$ cat src/rtl/blkxfer_pkg.sv
package blkxfer_pkg;

   typedef enum logic [1:0] {
      XM_UP_AFTER    = 2'd0,
      XM_UP_BEFORE   = 2'd1,
      XM_DOWN_AFTER  = 2'd2,
      XM_DOWN_BEFORE = 2'd3
   } xfer_mode_e;

   typedef enum logic [1:0] {
      SQ_IDLE = 2'd0,
      SQ_RUN  = 2'd1,
      SQ_DONE = 2'd2
   } seq_state_e;

endpackage

$ cat src/rtl/blkxfer_popcnt.sv
module blkxfer_popcnt #(
   parameter int LIST_W = 16,
   parameter int CNT_W  = 5
) (
   input  logic [LIST_W-1:0] list_i,
   output logic [CNT_W-1:0]  count_o
);

   if (CNT_W < $clog2(LIST_W + 1)) begin : g_bad_cnt
      $error("blkxfer_popcnt: CNT_W too narrow for LIST_W");
   end

   always_comb begin
      count_o = '0;
      for (int i = 0; i < LIST_W; i++) begin
         count_o = count_o + CNT_W'(list_i[i]);
      end
   end

endmodule

$ cat src/rtl/blkxfer_lowbit.sv
module blkxfer_lowbit #(
   parameter int LIST_W = 16,
   parameter int IDX_W  = 4
) (
   input  logic [LIST_W-1:0] mask_i,
   output logic [LIST_W-1:0] onehot_o,
   output logic [IDX_W-1:0]  idx_o
);

   if (IDX_W < $clog2(LIST_W)) begin : g_bad_idx
      $error("blkxfer_lowbit: IDX_W too narrow for LIST_W");
   end

   // isolate the least significant set bit
   assign onehot_o = mask_i & (~mask_i + LIST_W'(1));

   // encode: each index bit is the OR of the one-hot lines whose index has it set
   for (genvar b = 0; b < IDX_W; b++) begin : g_enc
      logic [LIST_W-1:0] sel;
      for (genvar i = 0; i < LIST_W; i++) begin : g_sel
         assign sel[i] = ((i >> b) & 1) != 0;
      end
      assign idx_o[b] = |(onehot_o & sel);
   end

endmodule

$ cat src/rtl/blkxfer_bounds.sv
module blkxfer_bounds
   import blkxfer_pkg::*;
#(
   parameter int ADDR_W     = 32,
   parameter int CNT_W      = 5,
   parameter int WORD_BYTES = 4
) (
   input  logic [ADDR_W-1:0] base_i,
   input  logic [CNT_W-1:0]  count_i,
   input  xfer_mode_e        mode_i,
   output logic [ADDR_W-1:0] first_o,
   output logic [ADDR_W-1:0] wb_o
);

   localparam int ALIGN_W = $clog2(WORD_BYTES);
   localparam logic [ADDR_W-1:0] STEP = ADDR_W'(WORD_BYTES);
   localparam logic [ADDR_W-1:0] LOW_MASK = ADDR_W'(WORD_BYTES - 1);

   if ((1 << ALIGN_W) != WORD_BYTES) begin : g_bad_word
      $error("blkxfer_bounds: WORD_BYTES must be a power of two");
   end

   logic [ADDR_W-1:0] base_al;
   logic [ADDR_W-1:0] span;
   logic [ADDR_W-1:0] top_up;
   logic [ADDR_W-1:0] bot_down;

   assign base_al  = base_i & ~LOW_MASK;
   assign span     = ADDR_W'(count_i) << ALIGN_W;
   assign top_up   = base_al + span;
   assign bot_down = base_al - span;

   always_comb begin
      unique case (mode_i)
         XM_UP_AFTER:    first_o = base_al;
         XM_UP_BEFORE:   first_o = base_al + STEP;
         XM_DOWN_AFTER:  first_o = bot_down + STEP;
         default:        first_o = bot_down;
      endcase
      wb_o = mode_i[1] ? bot_down : top_up;
   end

endmodule

$ cat src/rtl/blkxfer_seq.sv
module blkxfer_seq
   import blkxfer_pkg::*;
#(
   parameter int ADDR_W     = 32,
   parameter int LIST_W     = 16,
   parameter int WORD_BYTES = 4,
   localparam int IDX_W     = $clog2(LIST_W),
   localparam int CNT_W     = $clog2(LIST_W + 1)
) (
   input  logic              clk,
   input  logic              rst_n,
   input  logic              start_i,
   input  logic [ADDR_W-1:0] base_i,
   input  logic [LIST_W-1:0] list_i,
   input  logic [1:0]        mode_i,
   input  logic              wb_i,
   output logic              beat_valid_o,
   input  logic              beat_ready_i,
   output logic [ADDR_W-1:0] beat_addr_o,
   output logic [IDX_W-1:0]  beat_reg_o,
   output logic              done_o,
   output logic              wb_en_o,
   output logic [ADDR_W-1:0] wb_base_o,
   output logic              busy_o
);

   localparam int ALIGN_W = $clog2(WORD_BYTES);
   localparam logic [ADDR_W-1:0] STEP = ADDR_W'(WORD_BYTES);

   if (LIST_W < 2) begin : g_bad_list
      $error("blkxfer_seq: LIST_W must be at least 2");
   end
   if (ADDR_W <= ALIGN_W + CNT_W) begin : g_bad_addr
      $error("blkxfer_seq: ADDR_W too narrow for the transfer span");
   end

   seq_state_e        state_q;
   logic [LIST_W-1:0] mask_q;
   logic [ADDR_W-1:0] addr_q;
   logic [ADDR_W-1:0] wbval_q;
   logic              wbflag_q;

   logic [CNT_W-1:0]  n_sel;
   logic [ADDR_W-1:0] first_addr;
   logic [ADDR_W-1:0] wb_calc;
   logic [LIST_W-1:0] pick_oh;
   logic [IDX_W-1:0]  pick_idx;
   logic [LIST_W-1:0] mask_rest;
   logic              accept;

   blkxfer_popcnt #(.LIST_W(LIST_W), .CNT_W(CNT_W)) u_count (
      .list_i  (list_i),
      .count_o (n_sel)
   );

   blkxfer_bounds #(.ADDR_W(ADDR_W), .CNT_W(CNT_W), .WORD_BYTES(WORD_BYTES)) u_bounds (
      .base_i  (base_i),
      .count_i (n_sel),
      .mode_i  (xfer_mode_e'(mode_i)),
      .first_o (first_addr),
      .wb_o    (wb_calc)
   );

   blkxfer_lowbit #(.LIST_W(LIST_W), .IDX_W(IDX_W)) u_pick (
      .mask_i   (mask_q),
      .onehot_o (pick_oh),
      .idx_o    (pick_idx)
   );

   assign mask_rest = mask_q & ~pick_oh;
   assign accept    = (state_q == SQ_RUN) && beat_ready_i;

   always_ff @(posedge clk) begin
      if (!rst_n) begin
         state_q  <= SQ_IDLE;
         mask_q   <= '0;
         addr_q   <= '0;
         wbval_q  <= '0;
         wbflag_q <= 1'b0;
      end else begin
         unique case (state_q)
            SQ_IDLE: begin
               if (start_i) begin
                  mask_q   <= list_i;
                  addr_q   <= first_addr;
                  wbval_q  <= wb_calc;
                  wbflag_q <= wb_i;
                  state_q  <= (list_i == '0) ? SQ_DONE : SQ_RUN;
               end
            end
            SQ_RUN: begin
               if (accept) begin
                  mask_q <= mask_rest;
                  addr_q <= addr_q + STEP;
                  if (mask_rest == '0) state_q <= SQ_DONE;
               end
            end
            default: state_q <= SQ_IDLE;
         endcase
      end
   end

   assign beat_valid_o = (state_q == SQ_RUN);
   assign beat_addr_o  = addr_q;
   assign beat_reg_o   = pick_idx;
   assign done_o       = (state_q == SQ_DONE);
   assign wb_en_o      = done_o && wbflag_q;
   assign wb_base_o    = wbval_q;
   assign busy_o       = (state_q != SQ_IDLE);

   // a stalled beat holds address and index
   a_r5_stall_hold: assert property (@(posedge clk) disable iff (!rst_n)
      (beat_valid_o && !beat_ready_i) |=> (beat_valid_o && $stable(beat_addr_o) && $stable(beat_reg_o)));

   // consecutive beats step by one word
   a_r3_word_step: assert property (@(posedge clk) disable iff (!rst_n)
      (beat_valid_o && beat_ready_i) |=> (!beat_valid_o || beat_addr_o == $past(beat_addr_o) + STEP));

   // indices strictly rise from beat to beat
   a_r4_index_rise: assert property (@(posedge clk) disable iff (!rst_n)
      (beat_valid_o && beat_ready_i) |=> (!beat_valid_o || beat_reg_o > $past(beat_reg_o)));

   // the presented index is pending and no lower index is pending
   a_r4_lowest_pending: assert property (@(posedge clk) disable iff (!rst_n)
      beat_valid_o |-> (mask_q[beat_reg_o] && ((mask_q << (LIST_W - int'(beat_reg_o))) == '0)));

   // every beat address is word aligned
   a_r10_aligned: assert property (@(posedge clk) disable iff (!rst_n)
      beat_valid_o |-> (beat_addr_o[ALIGN_W-1:0] == '0));

   // completion is a single-cycle pulse, exclusive with beats
   a_r6_done_pulse: assert property (@(posedge clk) disable iff (!rst_n)
      done_o |=> !done_o);
   a_r6_done_excl: assert property (@(posedge clk) disable iff (!rst_n)
      !(done_o && beat_valid_o));

   // writeback qualifier only with completion
   a_r7_wb_qual: assert property (@(posedge clk) disable iff (!rst_n)
      wb_en_o |-> done_o);

   // a start while a stalled beat waits changes nothing
   a_r9_start_ignored: assert property (@(posedge clk) disable iff (!rst_n)
      (beat_valid_o && !beat_ready_i && start_i) |=> ($stable(mask_q) && $stable(wbval_q) && $stable(addr_q)));

endmodule

$ cat config.mk
export PLATFORM = sky130hd
export DESIGN_NAME = blkxfer_seq
export DESIGN_NICKNAME = d
export VERILOG_FILES = /design/src/rtl/blkxfer_pkg.sv /design/src/rtl/blkxfer_popcnt.sv /design/src/rtl/blkxfer_lowbit.sv /design/src/rtl/blkxfer_bounds.sv /design/src/rtl/blkxfer_seq.sv
export SDC_FILE = /design/constraint.sdc
export NUM_CORES = 1
export LEC_CHECK = 0
export BUFFER_PORTS_ARGS = -buffer_cell sky130_fd_sc_hd__clkbuf_2
export CORE_ASPECT_RATIO = 0.6
export CORE_UTILIZATION = 45
export CTS_BUF_LIST = sky130_fd_sc_hd__clkbuf_4
export DETAILED_ROUTE_END_ITERATION = 8
export GPL_TIMING_DRIVEN = 0
export PLACE_DENSITY = 0.65
export REMOVE_ABC_BUFFERS = 1
export SLEW_MARGIN = 20
export SYNTH_ARGS = -nofsm -noshare
export SYNTH_HDL_FRONTEND = slang
export SYNTH_SLANG_ARGS = --single-unit
$ cat constraint.sdc
create_clock -name clk -period 15.9 [get_ports clk]
set_clock_uncertainty 0.05 [all_clocks]
set_input_delay 0.795 -clock clk [delete_from_list [all_inputs] [get_ports clk]]
set_output_delay 0.795 -clock clk [all_outputs]
set_load 0.02 [all_outputs]
==> results of run 1 <==
-- sequential cells by signal, summed over array words and instances, names as in the netlist --
signal       flops
state_q          2
beat_addr_o     30
wbflag_q         1
mask_q          16
wb_base_o       30
-- cell type report --
type	count	area, um2	area share [%]
well taps	240	300	3.25
repair buffers	125	723	7.83
clock buffers	10	75.1	0.813
flip-flops and latches	79	1580	17.1
inverters	52	199	2.15
multi-input cells	993	6260	67.8
clock inverters	6	93.8	1.02
-- logic make-up (layout without fill, tap and decap cells) --
family | Yosys count | count (layout) | share of synthesized area [%]
compound gates | 360 | 360 | 27.4
xor+xnor | 74 | 74 | 7.82
fa+ha+maj | 37 | 37 | 6.50
buf+inv | 149 | 193 | 7.06
flops | 79 | 79 | 18.9
mux | 5 | 5 | 0.612
other cells | 1 | 4 | 0.0447
simple gates | 513 | 513 | 31.7
-- worst max-delay path by stage --
stage / startpoint / to / slack (ps) / depth (start not counted)
detailed placement: list_i[1] / beat_addr_o[27]$_SDFFE_PN0P_ / 7530 / 23
floorplan: list_i[0] / beat_addr_o[23]$_SDFFE_PN0P_ / 8500 / 20
finish: list_i[0] / beat_addr_o[21]$_SDFFE_PN0P_ / 7850 / 23
global placement: state_q[0]$_SDFFE_PN0P_ / beat_addr_o[26]$_SDFFE_PN0P_ / 7050 / 8
CTS: list_i[1] / beat_addr_o[21]$_SDFFE_PN0P_ / 8060 / 23
global route: list_i[1] / beat_addr_o[21]$_SDFFE_PN0P_ / 7360 / 23
-- cells in the mapped netlist (17+ instances only) --
| cell type | count |
|---|---|
| a211oi_1 | 19 |
| a21oi_1 | 115 |
| a31oi_1 | 20 |
| clkbuf_1 | 74 |
| dfxtp_1 | 79 |
| ha_1 | 22 |
| inv_1 | 51 |
| nand2_1 | 152 |
| nand3_1 | 53 |
| nand4_1 | 17 |
| nor2_1 | 94 |
| nor3_1 | 48 |
| nor4_1 | 27 |
| o21ai_0 | 80 |
| o31ai_1 | 17 |
| or3_1 | 19 |
| xnor2_1 | 48 |
| xor2_1 | 25 |
-- through the flow --
stage | hold WS [ps] | power (W) | std cells | area, um2 | worst slack (ps)
final | 410 | 0.00123 | 1505 | 9230 | 7850
after global routing | 426 | 0.00133 | 1505 | 9230 | 7360
after CTS | 412 | 0.00121 | 1505 | 9230 | 8060
after detailed placement | 392 | 0.00106 | 1489 | 9060 | 7530
after global placement | 391 | 0.00103 | 1484 | 8900 | 7050
after floorplan | 382 | 0.000807 | 1124 | 8000 | 8500
-- power by group through the flow --
| stage | clock network, W | registers (W) | logic [W] |
|---|---|---|---|
| 3_3_place_gp | 0 | 0.000297 | 0.000733 |
| 3_5_place_dp | 0 | 0.000298 | 0.000757 |
| 6_report | 0.000155 | 0.000296 | 0.000779 |
| 4_1_cts | 0.000156 | 0.000294 | 0.000761 |
| 2_1_floorplan | 0 | 0.000327 | 0.000481 |
| 5_1_grt | 0.000163 | 0.000303 | 0.000859 |
-- layer usage --
| metal | global-route usage, % | vias to the layer above | part of all wire [%] |
|---|---|---|---|
| li1 | - | 4534 | - |
| met1 | 53.2 | 4382 | 50 |
| met2 | 37.5 | 594 | 35 |
| met3 | 10.4 | 31 | 14 |
| met4 | 5.27 | 0 | 1.1 |
| met5 | 0 | - | 0 |
-- critical path, cell delays in order --
cell and delay (ps):
clkbuf_2 140, inv_1 60, ha_1 280, inv_1 70, fa_1 450, fa_1 490
fa_1 530, fa_1 430, fa_1 420, fa_1 430, nor2b_1 130, o21a_1 140
inv_1 50, ha_1 370, nor2b_1 770, nand2_2 220, nor4_1 270, xor2_1 580
nand4b_4 210, nor4_1 540, nor4_1 80, a2111oi_0 790, o2bb2ai_1 180
==> flow_summary.json, run 1 <==
{
  "run_status": "finished clean",
  "cp.required_ps": 16290,
  "coreArea_um2": 18200,
  "worstRegToRegCells": 9,
  "rsz0062_at_grt": "no",
  "pwr-share-seq_pct": 24.0,
  "cp-end-kind": "register",
  "reg2reg_slack_ps": 11760,
  "period_share_pct": 50.6,
  "synth_cell_types": 84,
  "postCtsSetupBuffers": 0,
  "power_density_nw_per_um2": 133,
  "fin_crit_ps": 8050,
  "rows": 38,
  "critPathLaunchType": "input pin",
  "final_common_cell": "nand2_1",
  "cts_resized": 0,
  "cts_tree": "yes",
  "ys_async_sr_fraction_pct": 0,
  "viasPerCell": 6.34,
  "whs_path_depth": 2,
  "ys_seq_elements": 79,
  "comb_power_share_pct": 63.3,
  "syn_inst": 1218,
  "synth-edff-count": 0,
  "path_class": "in -> reg",
  "avgRoutedWirePerCell_um": 20.4,
  "grt_max_degree": 60,
  "cts_buffer_depth": 2,
  "finalSetupTns_ps": 0,
  "clockRootBuffer": "clkbuf_4",
  "grt_usage_pct": 32.1,
  "fp.dieW_um": 178,
  "ir_drop_v": 0.0000823,
  "synth_seq_area_share_pct": 18.9,
  "num-nets-final": 1349,
  "pwr-share-clk_pct": 12.6,
  "synth_top_flop_cell": "dfxtp_1",
  "drc": 0,
  "hold_viol": 0,
  "worst_pin_slew_ps": 1110,
  "max_slew_margin_pct": 25.7,
  "slew_viol_final": 0,
  "synthTopCellsByArea": "dfxtp_1 (19%), a21oi_1 (6.9%), nand2_1 (6.8%)",
  "hold_class": "reg -> reg",
  "setup_viol": 0,
  "drt_first_iter_violations": 1447,
  "dieArea_um2": 19200,
  "ant_nets": 0,
  "antenna_found_initial": 1,
  "die_height_um": 108,
  "grt_overflow": 0,
  "pin_count": 127,
  "num_vias": 9541,
  "syn_to_final_growth_pct": 10.1,
  "first_pass_iters": 6,
  "cts.sinks": 79,
  "io_buffers": 120,
  "hp-start": "wb_base_o[30]$_SDFFE_PN0P_",
  "drv_cap": 0,
  "grt_pass1_wl_um": 47200,
  "clock_latency_ps": 500,
  "holdBufCountCts": 0,
  "worstHoldEndpoint": "wb_base_o[30]$_SDFFE_PN0P_",
  "fillers": 1829,
  "gp_congestion": 0.935,
  "numCtsBuffers": 9,
  "grt_pass1_vias": 8122,
  "p_sw_share_pct": 52.9,
  "htreeDepth": 3,
  "layout_common_cells": "nand2_1 (151), clkbuf_2 (120), a21oi_1 (114)",
  "reg2reg_to": "beat_addr_o[26]$_SDFFE_PN0P_",
  "cp.arrival_ps": 8440,
  "finalCoreUtilization_pct": 50.8,
  "p_int_w": 0.000580,
  "finalWirelength_um": 30700,
  "timing.rr.start": "state_q[0]$_SDFFE_PN0P_",
  "worstPathMaxFanout": 14,
  "n_antenna_cell": 0,
  "dpl.hpwl_um": 22700,
  "yosys.area.top_type_share_pct": 18.9,
  "start_util_pct": 46.2,
  "synthesis.area_um2": 8390,
  "p_leak_nw": 3.42,
  "drive_above_1_share_pct": 14.4,
  "fmax_mhz": 124,
  "synth_top_area_cell": "dfxtp_1",
  "ys_warn_count": 0,
  "clk_pin_slew_ps": 150,
  "p_switching_w": 0.000650,
  "syn-mean-instance-area_um2": 6.89
}
No activity file was read; power rests on OpenSTA's default activity.
==> run 2: changes to the inputs <==
==> constraint.sdc (replaced) <==
create_clock -name clk -period 7.85 [get_ports clk]
set_clock_uncertainty 0.05 [all_clocks]
set_input_delay 0.3925 -clock clk [delete_from_list [all_inputs] [get_ports clk]]
set_output_delay 0.3925 -clock clk [all_outputs]
set_load 0.02 [all_outputs]
==> run 2 against run 1 <==
Final area hardly changed. Sequential power increased by 100%. Hold slack got worse by 360 ps. Via count decreased by 0.60%. Global-route usage unchanged. Critical path depth decreased by 2. Sequential share of layout area hardly changed. Critical endpoint unchanged.
==> flow_summary.json, run 2 (synthesis results as in run 1) <==
{
  "period_share_pct": 94.4,
  "drt_first_iter_violations": 1427,
  "fmax_mhz": 135,
  "reg2reg_to": "beat_addr_o[26]$_SDFFE_PN0P_",
  "gp_congestion": 0.935,
  "final_cell_area_um2": 9240,
  "power_density_nw_per_um2": 270,
  "max_slew_margin_pct": 24.5,
  "grt_max_degree": 60,
  "cts_tree": "yes",
  "finalSetupTns_ps": 0,
  "io_buffers": 120,
  "syn_to_final_growth_pct": 10.1,
  "placed_cells": 1489,
  "p_switching_w": 0.00132,
  "rsz0062_at_grt": "no",
  "hold_viol": 0,
  "cp-end-kind": "register",
  "avgRoutedWirePerCell_um": 20.3,
  "grt_overflow": 0,
  "num-nets-final": 1349,
  "first_pass_iters": 6,
  "antenna_found_initial": 1,
  "drv_cap": 0,
  "pwr-share-clk_pct": 12.6,
  "drive_above_1_share_pct": 14.5,
  "pwr-share-seq_pct": 24.0,
  "layout_common_cells": "nand2_1 (151), clkbuf_2 (120), a21oi_1 (114)",
  "start_util_pct": 46.2,
  "multi_input_area_um2": 6260,
  "worstRegToRegCells": 9,
  "cp.required_ps": 8230,
  "clockRootBuffer": "clkbuf_4",
  "clk_pin_slew_ps": 150,
  "cts.sinks": 79,
  "p_int_w": 0.00117,
  "p_leak_nw": 3.42,
  "clock_latency_ps": 490,
  "comb_power_share_pct": 63.4,
  "finalWirelength_um": 30600,
  "p_sw_share_pct": 52.8,
  "setup_viol": 0,
  "worst_pin_slew_ps": 1130,
  "cp.arrival_ps": 7800,
  "grt_usage_pct": 32.1,
  "rows": 38,
  "postCtsSetupBuffers": 0,
  "fin_crit_ps": 7410,
  "dieArea_um2": 19200,
  "n_antenna_cell": 0,
  "worstSetupStartpoint": "list_i[0]",
  "critPathLaunchType": "input pin",
  "fillers": 1829,
  "instances_no_fill": 1505,
  "ir_drop_v": 0.000167,
  "dpl.hpwl_um": 22700,
  "num_vias": 9484,
  "numCtsBuffers": 9,
  "hold_slack_ps": 52.6,
  "die_height_um": 108,
  "pin_count": 127,
  "seqCellArea_um2": 1580,
  "cts_buffer_depth": 2,
  "htreeDepth": 3,
  "fp.dieW_um": 178,
  "viasPerCell": 6.30,
  "power_w": 0.00249,
  "hold_class": "in -> reg",
  "path_class": "in -> reg",
  "worstPathMaxFanout": 19,
  "reg2reg_slack_ps": 3650,
  "grt_pass1_wl_um": 47200,
  "ant_nets": 0,
  "drc": 0,
  "final_common_cell": "nand2_1",
  "placed_cell_area_um2": 9060,
  "coreArea_um2": 18200,
  "run_status": "finished clean",
  "setup.worst_path.end": "beat_addr_o[21]$_SDFFE_PN0P_",
  "timing.rr.start": "state_q[0]$_SDFFE_PN0P_",
  "grt_pass1_vias": 8122,
  "slew_viol_final": 0
}
==> run 2: power groups by stage <==
stage / logic (W) / clock network, W / registers, W
after floorplan: 0.000973 / 0 / 0.000662
after global placement: 0.00148 / 0 / 0.000602
after detailed placement: 0.00153 / 0 / 0.000604
after CTS: 0.00154 / 0.000316 / 0.000595
after global routing: 0.00174 / 0.000331 / 0.000614
final: 0.00158 / 0.000314 / 0.000599
==> run 2: how the worst min path moves through the flow <==
| stage | from | cells past startpoint | end | slack [ps] |
|---|---|---|---|---|
| floorplan | wbflag_q$_SDFFE_PN0P_ | 2 | wbflag_q$_SDFFE_PN0P_ | 380 |
| global placement | wb_base_o[31]$_SDFFE_PN0P_ | 2 | wb_base_o[31]$_SDFFE_PN0P_ | 390 |
| detailed placement | wb_base_o[30]$_SDFFE_PN0P_ | 2 | wb_base_o[30]$_SDFFE_PN0P_ | 390 |
| CTS | wb_i | 3 | wbflag_q$_SDFFE_PN0P_ | 50 |
| global route | wb_i | 3 | wbflag_q$_SDFFE_PN0P_ | 60 |
| finish | wb_i | 3 | wbflag_q$_SDFFE_PN0P_ | 50 |
==> run 2: per-layer routing <==
| metal | wire (um) | vias up | part of all wire (%) | global-route usage, % |
|---|---|---|---|---|
| met2 | 10700 | 582 | 35 | 37.5 |
| li1 | - | 4533 | - | - |
| met5 | 0 | - | 0 | 0 |
| met1 | 15300 | 4344 | 50 | 53.2 |
| met4 | 312 | 0 | 1.0 | 5.27 |
| met3 | 4210 | 25 | 14 | 10.4 |
==> run 2: layout make-up <==
cell class              count  area share, %
flip-flops and latches     79           17.1
clock inverters             6           1.02
clock buffers              10          0.813
well taps                 240           3.25
inverters                  52           2.15
multi-input cells         993           67.8
repair buffers            125           7.83
==> run 2: worst max-delay path, cell delays in order <==
cell and delay [ps]:
clkbuf_2 140, inv_1 50, ha_1 280, inv_1 70, fa_1 450, fa_1 490, fa_1 530, fa_1 430
fa_1 420, fa_1 430, xnor2_1 170, ha_1 440, nor2_1 120, o311a_1 570, nor4_1 410, xor2_1 610
nand4b_4 210, nor4_1 530, nor4_1 80, a2111oi_0 780, o2bb2ai_1 180
==> run 2: per-stage QoR <==
| stage | utilization [%] | setup slack, ps |
|---|---|---|
| 2_1_floorplan | - | 856 |
| 3_3_place_gp | 49.0 | -997 |
| 3_5_place_dp | 49.9 | -115 |
| 4_1_cts | 50.8 | 413 |
| 5_1_grt | 50.9 | 10.1 |
| 6_report | 50.9 | 436 |
==> run 2: what timing repair did <==
action	in CTS	in global routing
hold buffers	0	0
endpoints found under the setup margin	0	2
gates resized for setup	0	1
